[src/rtl/wut_pair_pkg.sv]
package wut_pair_pkg;
   // Register addresses; the positions are part of the software contract.
   typedef enum logic [1:0] {
      RA_CTRL   = 2'd0,
      RA_CNT_LO = 2'd1,
      RA_CNT_HI = 2'd2,
      RA_STAT   = 2'd3
   } wut_reg_e;

   localparam int CTRL_EN_BIT  = 0;
   localparam int STAT_LO_BIT  = 0;
   localparam int STAT_HI_BIT  = 1;
   localparam int HALF_LO      = 0;
   localparam int HALF_HI      = 1;
endpackage

[src/rtl/wut_prescaler.sv]
module wut_prescaler #(
   parameter int PRE_DIV = 32768,
   parameter int PRE_W   = (PRE_DIV > 1) ? $clog2(PRE_DIV) : 1
) (
   input  logic             clk,
   input  logic             rst_n,
   input  logic             run_i,
   input  logic             clear_i,
   output logic             tick_o,
   output logic [PRE_W-1:0] pre_o
);
   generate
      if (PRE_DIV == 1) begin : g_bypass
         // Every enabled cycle is a whole unit; no phase state is needed.
         assign tick_o = run_i && !clear_i;
         assign pre_o  = '0;
      end else begin : g_divide
         localparam logic [PRE_W-1:0] TERM = PRE_W'(PRE_DIV - 1);
         logic [PRE_W-1:0] pre_q;

         assign tick_o = run_i && !clear_i && (pre_q == TERM);
         assign pre_o  = pre_q;

         always_ff @(posedge clk) begin
            if (!rst_n) begin
               pre_q <= '0;
            end else if (clear_i) begin
               pre_q <= '0;
            end else if (run_i) begin
               if (pre_q == TERM) pre_q <= '0;
               else               pre_q <= pre_q + 1'b1;
            end
         end
      end
   endgenerate
endmodule

[src/rtl/wut_pair_hold.sv]
module wut_pair_hold #(
   parameter int HALF_W = 16,
   localparam int FULL_W = 2 * HALF_W
) (
   input  logic              clk,
   input  logic              rst_n,
   input  logic              wr_lo_i,
   input  logic              wr_hi_i,
   input  logic [HALF_W-1:0] wdata_i,
   output logic              commit_o,
   output logic [FULL_W-1:0] load_val_o,
   output logic              lo_pend_o,
   output logic              hi_pend_o
);
   import wut_pair_pkg::*;

   logic [1:0]              wr_h;
   logic [1:0]              pend_q;
   logic [1:0][HALF_W-1:0]  held_q;
   logic [1:0][HALF_W-1:0]  merged;

   assign wr_h[HALF_LO] = wr_lo_i;
   assign wr_h[HALF_HI] = wr_hi_i;

   // A write completes the pair when the opposite half is already waiting.
   assign commit_o = (wr_h[HALF_LO] && pend_q[HALF_HI]) ||
                     (wr_h[HALF_HI] && pend_q[HALF_LO]);

   always_comb begin
      for (int h = 0; h < 2; h++) begin
         merged[h] = wr_h[h] ? wdata_i : held_q[h];
      end
   end

   assign load_val_o = {merged[HALF_HI], merged[HALF_LO]};
   assign lo_pend_o  = pend_q[HALF_LO];
   assign hi_pend_o  = pend_q[HALF_HI];

   always_ff @(posedge clk) begin
      if (!rst_n) begin
         pend_q <= '0;
         held_q <= '0;
      end else if (commit_o) begin
         pend_q <= '0;
      end else begin
         for (int h = 0; h < 2; h++) begin
            if (wr_h[h]) begin
               pend_q[h] <= 1'b1;
               held_q[h] <= wdata_i;
            end
         end
      end
   end
endmodule

[src/rtl/wut_count_core.sv]
module wut_count_core #(
   parameter int CNT_W = 32
) (
   input  logic             clk,
   input  logic             rst_n,
   input  logic             tick_i,
   input  logic             load_i,
   input  logic [CNT_W-1:0] load_val_i,
   output logic [CNT_W-1:0] count_o,
   output logic             trim_o
);
   logic [CNT_W-1:0] cnt_q;
   logic             trim_q;

   assign count_o = cnt_q;
   assign trim_o  = trim_q;

   always_ff @(posedge clk) begin
      if (!rst_n) begin
         cnt_q  <= '0;
         trim_q <= 1'b0;
      end else begin
         trim_q <= load_i;
         // A software load takes precedence; no unit is added on that edge.
         if (load_i)      cnt_q <= load_val_i;
         else if (tick_i) cnt_q <= cnt_q + 1'b1;
      end
   end
endmodule

[src/rtl/wut_pair_counter.sv]
module wut_pair_counter #(
   parameter int BUS_W   = 16,
   parameter int PRE_DIV = 32768,
   localparam int CNT_W  = 2 * BUS_W,
   localparam int PRE_W  = (PRE_DIV > 1) ? $clog2(PRE_DIV) : 1
) (
   input  logic             clk,
   input  logic             rst_n,
   input  logic             reg_wr_i,
   input  logic [1:0]       reg_addr_i,
   input  logic [BUS_W-1:0] reg_wdata_i,
   output logic [BUS_W-1:0] reg_rdata_o,
   output logic [CNT_W-1:0] count_o,
   output logic             pend_o,
   output logic             trim_start_o
);
   import wut_pair_pkg::*;

   generate
      if (BUS_W < 2) begin : g_bad_bus
         $error("wut_pair_counter: BUS_W must be at least 2");
      end
      if (PRE_DIV < 1) begin : g_bad_div
         $error("wut_pair_counter: PRE_DIV must be at least 1");
      end
   endgenerate

   wut_reg_e         addr;
   logic             wr_ctrl, wr_lo, wr_hi;
   logic             ctrl_en;
   logic             commit;
   logic [CNT_W-1:0] load_val;
   logic             lo_pend, hi_pend;
   logic             tick;
   logic [PRE_W-1:0] pre_cnt;

   assign addr    = wut_reg_e'(reg_addr_i);
   assign wr_ctrl = reg_wr_i && (addr == RA_CTRL);
   assign wr_lo   = reg_wr_i && (addr == RA_CNT_LO);
   assign wr_hi   = reg_wr_i && (addr == RA_CNT_HI);

   always_ff @(posedge clk) begin
      if (!rst_n)       ctrl_en <= 1'b0;
      else if (wr_ctrl) ctrl_en <= reg_wdata_i[CTRL_EN_BIT];
   end

   wut_pair_hold #(.HALF_W(BUS_W)) pair_i (
      .clk        (clk),
      .rst_n      (rst_n),
      .wr_lo_i    (wr_lo),
      .wr_hi_i    (wr_hi),
      .wdata_i    (reg_wdata_i),
      .commit_o   (commit),
      .load_val_o (load_val),
      .lo_pend_o  (lo_pend),
      .hi_pend_o  (hi_pend)
   );

   wut_prescaler #(.PRE_DIV(PRE_DIV), .PRE_W(PRE_W)) pre_i (
      .clk     (clk),
      .rst_n   (rst_n),
      .run_i   (ctrl_en),
      .clear_i (commit),
      .tick_o  (tick),
      .pre_o   (pre_cnt)
   );

   wut_count_core #(.CNT_W(CNT_W)) core_i (
      .clk        (clk),
      .rst_n      (rst_n),
      .tick_i     (tick),
      .load_i     (commit),
      .load_val_i (load_val),
      .count_o    (count_o),
      .trim_o     (trim_start_o)
   );

   assign pend_o = lo_pend || hi_pend;

   always_comb begin
      reg_rdata_o = '0;
      unique case (addr)
         RA_CTRL:   reg_rdata_o[CTRL_EN_BIT] = ctrl_en;
         RA_CNT_LO: reg_rdata_o = count_o[BUS_W-1:0];
         RA_CNT_HI: reg_rdata_o = count_o[CNT_W-1:BUS_W];
         RA_STAT: begin
            reg_rdata_o[STAT_LO_BIT] = lo_pend;
            reg_rdata_o[STAT_HI_BIT] = hi_pend;
         end
         default:   reg_rdata_o = '0;
      endcase
   end
endmodule

[config.mk]
export PLATFORM = sky130hd
export DESIGN_NAME = wut_pair_counter
export DESIGN_NICKNAME = d
export VERILOG_FILES = /design/src/rtl/wut_pair_pkg.sv /design/src/rtl/wut_prescaler.sv /design/src/rtl/wut_pair_hold.sv /design/src/rtl/wut_count_core.sv /design/src/rtl/wut_pair_counter.sv
export SDC_FILE = /design/constraint.sdc
export NUM_CORES = 1
export LEC_CHECK = 0
export BUFFER_PORTS_ARGS = -buffer_cell sky130_fd_sc_hd__buf_2
export CAP_MARGIN = 20
export CORE_ASPECT_RATIO = 0.9
export CORE_MARGIN = 1.5
export CORE_UTILIZATION = 57
export DETAILED_ROUTE_END_ITERATION = 10
export PLACE_DENSITY = 0.84
export RECOVER_POWER = 100
export SLEW_MARGIN = 20
export SYNTH_ARGS = -nofsm -noshare
export SYNTH_HDL_FRONTEND = slang
export SYNTH_SLANG_ARGS = --single-unit
[constraint.sdc]
create_clock -name clk -period 3 [get_ports clk]
set_input_delay 0.45 -clock clk [delete_from_list [all_inputs] [get_ports clk]]
set_output_delay 0.45 -clock clk [all_outputs]
set_load 0.01 [all_outputs]
# After elaboration in Yosys (flattened, before gate mapping)
# Cells that the tools add are included.
totals:
  input_bits: 21
  ff_bits: 83
  output_inout_bits: 50
classes:
  bitwise: 1
  n_reduce_logical: 13
  n_eq_ne: 4
  n_mux: 8
  addsub: 2
ops:
  columns: ["operator", "count"]
  rows:
  - ["two-way mux 32 bit", 2]
  - ["adder 32 x 1 -> 32 bit, second input constant", 1]
  - ["two-way mux 16 bit", 2]
  - ["case mux 14 bit (2 select lines)", 1]
  - ["adder 15 x 1 -> 15 bit, second input constant", 1]
  - ["equality test 15 bit, second input constant", 1]
  - ["two-way mux 15 bit", 1]
  - ["logical AND 1 bit", 7]
  - ["equality test 2 bit, second input constant", 2]
  - ["case mux 1 bit (4 select lines)", 1]
  - ["case mux 1 bit (3 select lines)", 1]
  - ["equality test 2 x 1 -> 1 bit, second input constant", 1]
  - ["logical NOT 2 bit", 1]
  - ["logical OR 1 bit", 2]
  - ["nonzero test 2 bit", 1]
  - ["OR reduction 2 bit", 1]
  - ["logical NOT 1 bit", 1]
  - ["inverter 1 bit", 1]

# Longest topological paths before layout
# Gate-level depths: netlist of the first run.
depth:
  word_depth: 9
  depth_mapped: 11

# Hierarchy
# From an unflattened synthesis of the first run, not the netlist that was laid out.
hier_totals:
  cells_unflattened: 533
  area_unflattened_um2: 4844.6
modules_own_cells:
  columns: ["mod", "area_each_um2", "cells_each", "seq_area_each_um2", "n_inst"]
  rows:
  - ["wut_count_core", 1974.4, 253, 660.6, 1]
  - ["wut_pair_hold", 1737.9, 148, 680.7, 1]
  - ["wut_prescaler", 743.2, 81, 300.3, 1]
  - ["wut_pair_counter", 389.1, 51, 20.0, 1]

# Least setup slack after synthesis of the first run
# OpenSTA, ideal clock, no wires.
synth_timing:
  path_kind: "in2reg"
  startpoint: "in reg_addr_i[0]"
  endpoint: "reg pair_i.held_q[30] (netlist bit)"
  required_ns: 2.884
  t_arrival_ns: 2.189
  stages: 10
  setup_time_ns: 0.116
  path_slack_ns: 0.695
  n_path_buf: 3
  cell_sequence: "inv_1 > ha_1 > clkbuf_1 > a22o_1 > and2_1 > clkbuf_1 > nor2_2 > buf_2 > mux2i_1 > nor2b_1"
synth_between:
  elab_chain_cells: 4
synth_lines:
  columns: ["item", "line", "rtl"]
  rows:
  - ["from (decl)", "wut_pair_counter.sv:10", "input logic [1:0] reg_addr_i,"]
  - ["equality test 2 x 1 -> 1 bit or equality test 2 bit (tied branches)", "wut_pair_counter.sv:39, wut_pair_counter.sv:40", null]
  - ["logical AND 1 bit (on tied branches)", "wut_pair_counter.sv:39, wut_pair_counter.sv:40", null]
  - ["logical AND 1 bit (on tied branches)", "wut_pair_hold.sv:26, wut_pair_hold.sv:27", null]
  - ["logical OR 1 bit", "wut_pair_hold.sv:26", "assign commit_o = (wr_h[HALF_LO] && pend_q[HALF_HI]) ||"]
  - ["to (signal, indexed assignment)", "wut_pair_hold.sv:49", "held_q[h] <= wdata_i;"]
  - ["to (decl)", "wut_pair_hold.sv:19", "logic [1:0][HALF_W-1:0] held_q;"]
# Several ways; a longest one is shown, not always the timed one.
# A chain may end at the register's enable or synchronous reset.

# Worst setup path in the final report of the first run
layout_timing:
  startpoint: "reg core_i.cnt_q[7], in the netlist core_i.count_o[7]"
  endpoint: "reg core_i.cnt_q[28], in the netlist core_i.count_o[28]"
layout_between:
  elab_chain_cells: 3
layout_lines:
  columns: ["item", "line", "rtl"]
  rows:
  - ["from (decl)", "wut_count_core.sv:12", "logic [CNT_W-1:0] cnt_q;"]
  - ["from (signal assigned)", "wut_count_core.sv:25", "if (load_i) cnt_q <= load_val_i;"]
  - ["from (signal assigned)", "wut_count_core.sv:26", "else if (tick_i) cnt_q <= cnt_q + 1'b1;"]
  - ["adder 32 x 1 -> 32 bit", "wut_count_core.sv:26", null]
  - ["two-way mux 32 bit", "wut_count_core.sv:26", null]
  - ["two-way mux 32 bit", "wut_count_core.sv:25", null]
# Every way passes these cells. The select of a mux whose other input is x is not followed.

==> impl_metrics.py, run 1 <==
metrics = {
    "critical_path": {
        "critPathLaunch": "core_i.count_o[7]",
        "crit_chain": "clkbuf_1 > nand4_1 > nor2_1 > nand3_1 > or3_1 > a211oi_1",
        "cp.arrival_ps": 2860,
        "path_buf_inv": 1,
        "crit_path_top_delay_cell": "nor2_1",
        "cpLargestDelayFamily": "simple AND/OR/NAND/NOR gates",
        "critPathLaunchType": "register",
        "critPathKind": "reg -> reg",
        "path_max_fanout": 9,
        "cp_num_cells": 6,
        "crit-reg2reg-launch": "core_i.count_o[7]",
        "r2r_cells": 6,
        "worst_ep_required_time_ps": 3280,
        "max_stage_delay_ps": 470,
        "cp-end-kind": "register",
    },
    "logic_synthesis": {
        "syn_area_per_cell_um2": 7.94,
        "syn-num-nets": 591,
        "synth.area.top_cells": "dfxtp_1 37%, nand2_1 8.7%, xor2_1 4.9%, nand3_1 3.8%, a21boi_0 3.7%",
        "synth_edf_count": 0,
        "ys.flop_type": "dfxtp_1",
        "synth_commonest_cells": "103 x nand2_1, 83 x dfxtp_1, 34 x nand3_1",
        "yosys.area.top_type_share": 0.372,
        "yosys.area.top_type": "dfxtp_1",
        "seq_area_frac_synth": 0.372,
        "synth_cell_type_count": 40,
        "mappedNetlistArea_um2": 4470,
        "postSynthCellCount": 563,
        "synth-seq-cells": 83,
        "yosysMostFrequentCell": "nand2_1",
        "async_flop_share": 0,
        "ys_warn_count": 0,
    },
    "final_layout": {
        "nets": 649,
        "fin_area_um2": 5000,
        "drive_above_1_share": 0.0927,
        "insertedDiodeCount": 0,
        "syn_to_final_growth_pct": 12.0,
    },
    "placement": {
        "hpwl_um": 9170,
        "post-place-ws_ps": 608,
        "routabilityCongestion": 0.937,
        "postPlaceCellArea_um2": 4910,
        "io_buffers": 70,
    },
    "route": {
        "avgViaCountPerCell": 6.26,
        "wl_um": 12800,
        "drtAntennaViolNets": 0,
        "initialDrtViolationCount": 440,
        "wl_per_cell_um": 17.7,
        "num_vias": 4518,
        "firstDrtPassIters": 5,
        "remaining_drc_errors": 0,
    },
    "clock_network": {
        "postCtsHoldBufs": 0,
        "path_clk_slew_ps": 100,
        "post-cts-setup-buffer-count": 0,
        "htreeDepth": 3,
        "clockBufferDepth": 2,
        "cts.sinks": 83,
        "postCtsResizedCells": 0,
        "cts_root_buf": "clkbuf_8",
        "worst_skew_pair.late_latency_ps": 370,
        "cts_tree": "built",
        "numCtsBuffers": 9,
    },
    "worst_hold_path": {
        "hold_depth": 3,
        "hp-class": "in -> reg",
        "min_from": "reg_wdata_i[15]",
    },
    "global_route": {
        "grt_pass1_wl_um": 20400,
        "antenna_found_initial": 0,
        "grt_max_degree": 33,
        "grt_usage": 0.315,
        "grt_pass1_vias": 4274,
        "gr-total-overflow": 0,
    },
    "power_and_ir_drop": {
        "peakVddDrop_mv": 0.338,
        "power.total_mw": 2.14,
        "leakage_nw": 1.81,
        "p_per_area_nw_per_um2": 428,
    },
    "timing": {
        "drv_slew": 0,
        "holdWs_ps": 360,
        "finalHoldViolations": 0,
        "tightest_slew_ps": 1430,
        "setup_violations": 0,
        "clock_skew_ps": 12.7,
        "final.setup.worst_slack_ps": 417,
        "grt_setup_unrepaired": "no",
        "fmax_mhz": 387,
        "maxSlewHeadroom": 0.0447,
        "fin_crit_ps": 2580,
        "period_share": 0.861,
        "finalSetupTns_ps": 0,
    },
    "floorplan": {
        "die-area_um2": 8380,
        "die_y_um": 87.0,
        "start_util": 0.589,
        "die_w_um": 96.3,
        "rows": 30,
        "io_pins": 71,
        "core_area_um2": 7580,
    },
    "flow_run": {
        "drv_cap": 0,
    },
    "run_status": {
        "outcome": "completed",
    },
}
## worst paths after layout
path / slack [ps] / end
max: 420 / core_i.count_o[28]
min: 360 / pair_i.held_q[15]
max reg2reg: 420 / core_i.count_o[28]
min reg2reg: 490 / pair_i.held_q[3]
## routing by layer
layer / share of wire / GRT usage
met5: 0 / 0
met2: 0.46 / 0.506
met3: 0.090 / 0.0846
met1: 0.40 / 0.388
met4: 0.044 / 0.159
## logic make-up after synthesis
logic type / Yosys count / share of synthesized area
buffers and inverters: 47 / 0.0412
AOI/OAI and AO/OA: 114 / 0.164
and+or+nand+nor: 251 / 0.273
DFF: 83 / 0.372
muxes: 25 / 0.0591
adders and majority gates: 7 / 0.0196
xor gates and xnor gates: 36 / 0.0706
## report_power, final
part           leakage (nW)  internal (mW)  switching [mW]
logic                  1.04         0.0793           0.130
registers             0.672           1.13          0.0296
clock network        0.0944          0.332           0.440
## worst register-to-register path: cells and delay by family, from the launching register on
| kind | cells | cell delay (ps) |
|---|---|---|
| AOI/OAI and AO/OA | 1 | 230 |
| buffers and inverters | 1 | 340 |
| DFF | 1 | 330 |
| and+or+nand+nor | 4 | 1600 |
## layout make-up
| cell class | count | area, µm² |
|---|---|---|
| fill | 689 | 2580 |
| inverter | 7 | 26.3 |
| clock buffer | 10 | 138 |
| tap | 96 | 120 |
| clock inverter | 6 | 50.0 |
| multi-input combinational | 433 | 2620 |
| timing repair buffer | 87 | 384 |
| sequential | 83 | 1660 |
## placed cells by master (no fill, tap or decap), types with 11 or more instances in the layout
master,count
nor2_1,27
a21oi_1,25
dfxtp_1,83
nand2_1,103
nor4_1,11
a21boi_0,22
xnor2_1,11
nand3_1,34
o21ai_0,32
nand4_1,20
clkbuf_1,57
nor2b_1,21
buf_2,22
mux2i_1,14
xor2_1,25
a22oi_1,14
## stage by stage
step,instances,util
final,722,0.660
after global routing,722,0.660
after CTS,722,0.673
after detailed placement,706,0.648
after global placement,706,0.648
after floorplan,563,-
## sequential cells by signal, summed over array words and instances (netlist names)
name	flops
pair_i.held_q	32
ctrl_en	1
core_i.trim_o	1
core_i.count_o	32
pair_i.pend_q	2
pre_i.pre_o	15
Power figures use the tool's default switching activity.
==> run 2, diff against run 1 <==
- ABC_AREA: unset -> 1
- CORE_UTILIZATION: 57 -> 58
- PLACE_DENSITY: 0.84 -> 0.85
==> run 2 against run 1 <==
Against the previous run: highest routed layer unchanged; power rose by 6.7%; worst hold slack improved by 25 ps; die area rose by 10%; combinational power fell by 4%; global-route usage rose by 1.0 points; sequential cell count did not move; core utilization rose by 1.4 points; synthesized area rose by 12%; critical path depth rose by 2; clock power rose by 21%; register-to-register slack improved by 220 ps; critical path type is now in -> out; maximum frequency rose by 2.6%.
==> impl_metrics.py, run 2 <==
metrics = {
    "floorplan": {
        "io_pins": 71,
        "die_y_um": 91.2,
        "die-area_um2": 9220,
        "core_area_um2": 8220,
        "start_util": 0.610,
        "rows": 31,
        "die_w_um": 101,
    },
    "route": {
        "num_vias": 5355,
        "drtAntennaViolNets": 0,
        "avgViaCountPerCell": 5.58,
        "firstDrtPassIters": 6,
        "wl_per_cell_um": 15.4,
        "wl_um": 14800,
        "remaining_drc_errors": 0,
        "initialDrtViolationCount": 515,
    },
    "global_route": {
        "grt_pass1_wl_um": 23600,
        "grt_usage": 0.326,
        "grt_max_degree": 36,
        "antenna_found_initial": 0,
        "gr-total-overflow": 0,
        "grt_pass1_vias": 4769,
    },
    "timing": {
        "finalSetupTns_ps": 0,
        "period_share": 0.839,
        "grt_setup_unrepaired": "no",
        "clock_skew_ps": 15.2,
        "fmax_mhz": 397,
        "fin_crit_ps": 2520,
        "holdWs_ps": 385,
        "tightest_slew_ps": 832,
        "drv_slew": 0,
        "finalHoldViolations": 0,
        "maxSlewHeadroom": 0.446,
        "setup_violations": 0,
    },
    "critical_path": {
        "crit_chain": "clkbuf_1 > inv_1 > ha_1 > clkbuf_1 > nand2_1 > a31o_2 > inv_1 > clkbuf_1",
        "cp-end-kind": "output port",
        "cp.arrival_ps": 2070,
        "worst_ep_required_time_ps": 2550,
        "critPathLaunchType": "primary input",
        "max_stage_delay_ps": 650,
        "crit_top_cell": "clkbuf_1",
        "path_buf_inv": 5,
        "cpLargestDelayFamily": "buffers and inverters",
        "path_max_fanout": 16,
        "critPathKind": "in -> out",
        "crit_path_top_delay_cell": "clkbuf_1",
    },
    "clock_network": {
        "htreeDepth": 3,
        "cts_tree": "built",
        "cts_root_buf": "clkbuf_8",
        "post-cts-setup-buffer-count": 0,
        "numCtsBuffers": 9,
        "clockBufferDepth": 2,
        "path_clk_slew_ps": 100,
        "cts.sinks": 83,
        "worst_skew_pair.late_latency_ps": 370,
        "postCtsResizedCells": 0,
        "postCtsHoldBufs": 0,
    },
    "logic_synthesis": {
        "syn_area_per_cell_um2": 6.41,
        "seq_area_frac_synth": 0.331,
        "yosysMostFrequentCell": "nand2_1",
        "async_flop_share": 0,
        "yosys.area.top_type": "dfxtp_1",
        "synth_top_family_by_area": "simple AND/OR/NAND/NOR gates",
        "synth_cell_type_count": 35,
        "synth-seq-cells": 83,
        "synthSimpleGateAreaFrac": 0.368,
        "muxShareOfSynthArea": 0,
        "synthXorXnorAreaFrac": 0.0227,
        "synth_edf_count": 0,
        "synth_compound_gate_area_share": 0.152,
        "synthAdderAreaFrac": 0.0175,
        "ys_warn_count": 0,
        "yosys.area.top_type_share": 0.331,
        "mappedNetlistArea_um2": 5020,
        "synth_commonest_cells": "232 x nand2_1, 97 x inv_1, 83 x dfxtp_1",
        "postSynthCellCount": 783,
        "synth.area.top_cells": "dfxtp_1 33%, nand2_1 17%, inv_1 7.3%, a21oi_1 5.2%, nand3_1 5.1%",
        "syn-num-nets": 811,
        "ys.flop_type": "dfxtp_1",
    },
    "power_and_ir_drop": {
        "power.total_mw": 2.28,
        "leakage_nw": 2.19,
        "peakVddDrop_mv": 0.334,
        "p_per_area_nw_per_um2": 412,
    },
    "placement": {
        "routabilityCongestion": 0.993,
        "io_buffers": 70,
        "hpwl_um": 10600,
        "postPlaceCellArea_um2": 5410,
    },
    "final_layout": {
        "drive_above_1_share": 0.0864,
        "layout.cells.most_common_list": "233 x nand2_1, 98 x inv_1, 83 x dfxtp_1",
        "fin_util": 0.674,
        "layout_commonest_cell": "nand2_1",
        "nets": 869,
        "syn_to_final_growth_pct": 10.5,
        "insertedDiodeCount": 0,
        "fin_area_um2": 5540,
    },
    "run_status": {
        "outcome": "completed",
    },
    "worst_hold_path": {
        "hp-class": "in -> reg",
    },
    "flow_run": {
        "drv_cap": 0,
    },
}
## run 2: logic make-up after synthesis
family                     count (synthesis)
and+or+nand+nor                          413
DFF                                       83
AOI/OAI and AO/OA                        135
xor gates and xnor gates                  13
adders and majority gates                  7
buffers and inverters                    132
## run 2: report_power, final
part	switching [mW]	internal, mW
sequential	0.0159	1.13
combinational	0.141	0.0613
clock	0.444	0.492
## run 2: worst reg2reg max path: cells and delay by family (launching register included)
family / cells / cell delay, ps
flops: 1 / 370
fa+ha+maj: 1 / 200
buf+inv: 1 / 220
simple gates: 8 / 1480
## run 2: final cells by class
| type | instances | area, µm² |
|---|---|---|
| multi-input cells | 568 | 2790 |
| fillers | 782 | 2680 |
| flip-flops and latches | 83 | 1660 |
| inverters | 102 | 383 |
| repair buffers | 77 | 342 |
| well taps | 115 | 144 |
| clock buffers | 10 | 138 |
| clock inverters | 5 | 85.1 |
## run 2: per-layer routing
metal / part of all wire / track usage
met1: 0.44 / 0.466
met2: 0.43 / 0.487
met3: 0.11 / 0.0662
met4: 0.023 / 0.105
met5: 0 / 0
## run 2: path summary, 6_finish.rpt
kind,from,endpoint,slack [ps],cells past startpoint
max,reg_addr_i[1],reg_rdata_o[1],480,8
min,reg_wr_i,ctrl_en,390,3
max reg2reg,pre_i.pre_o[0],pre_i.pre_o[9],640,10
min reg2reg,pair_i.held_q[14],pair_i.held_q[14],480,2
## run 2: through the flow
stage | setup WS, ps | std cells
final | 482 | 960
after global routing | 370 | 960
after CTS | 910 | 960
after detailed placement | 609 | 945
after global placement | 711 | 945
after floorplan | 1160 | 783
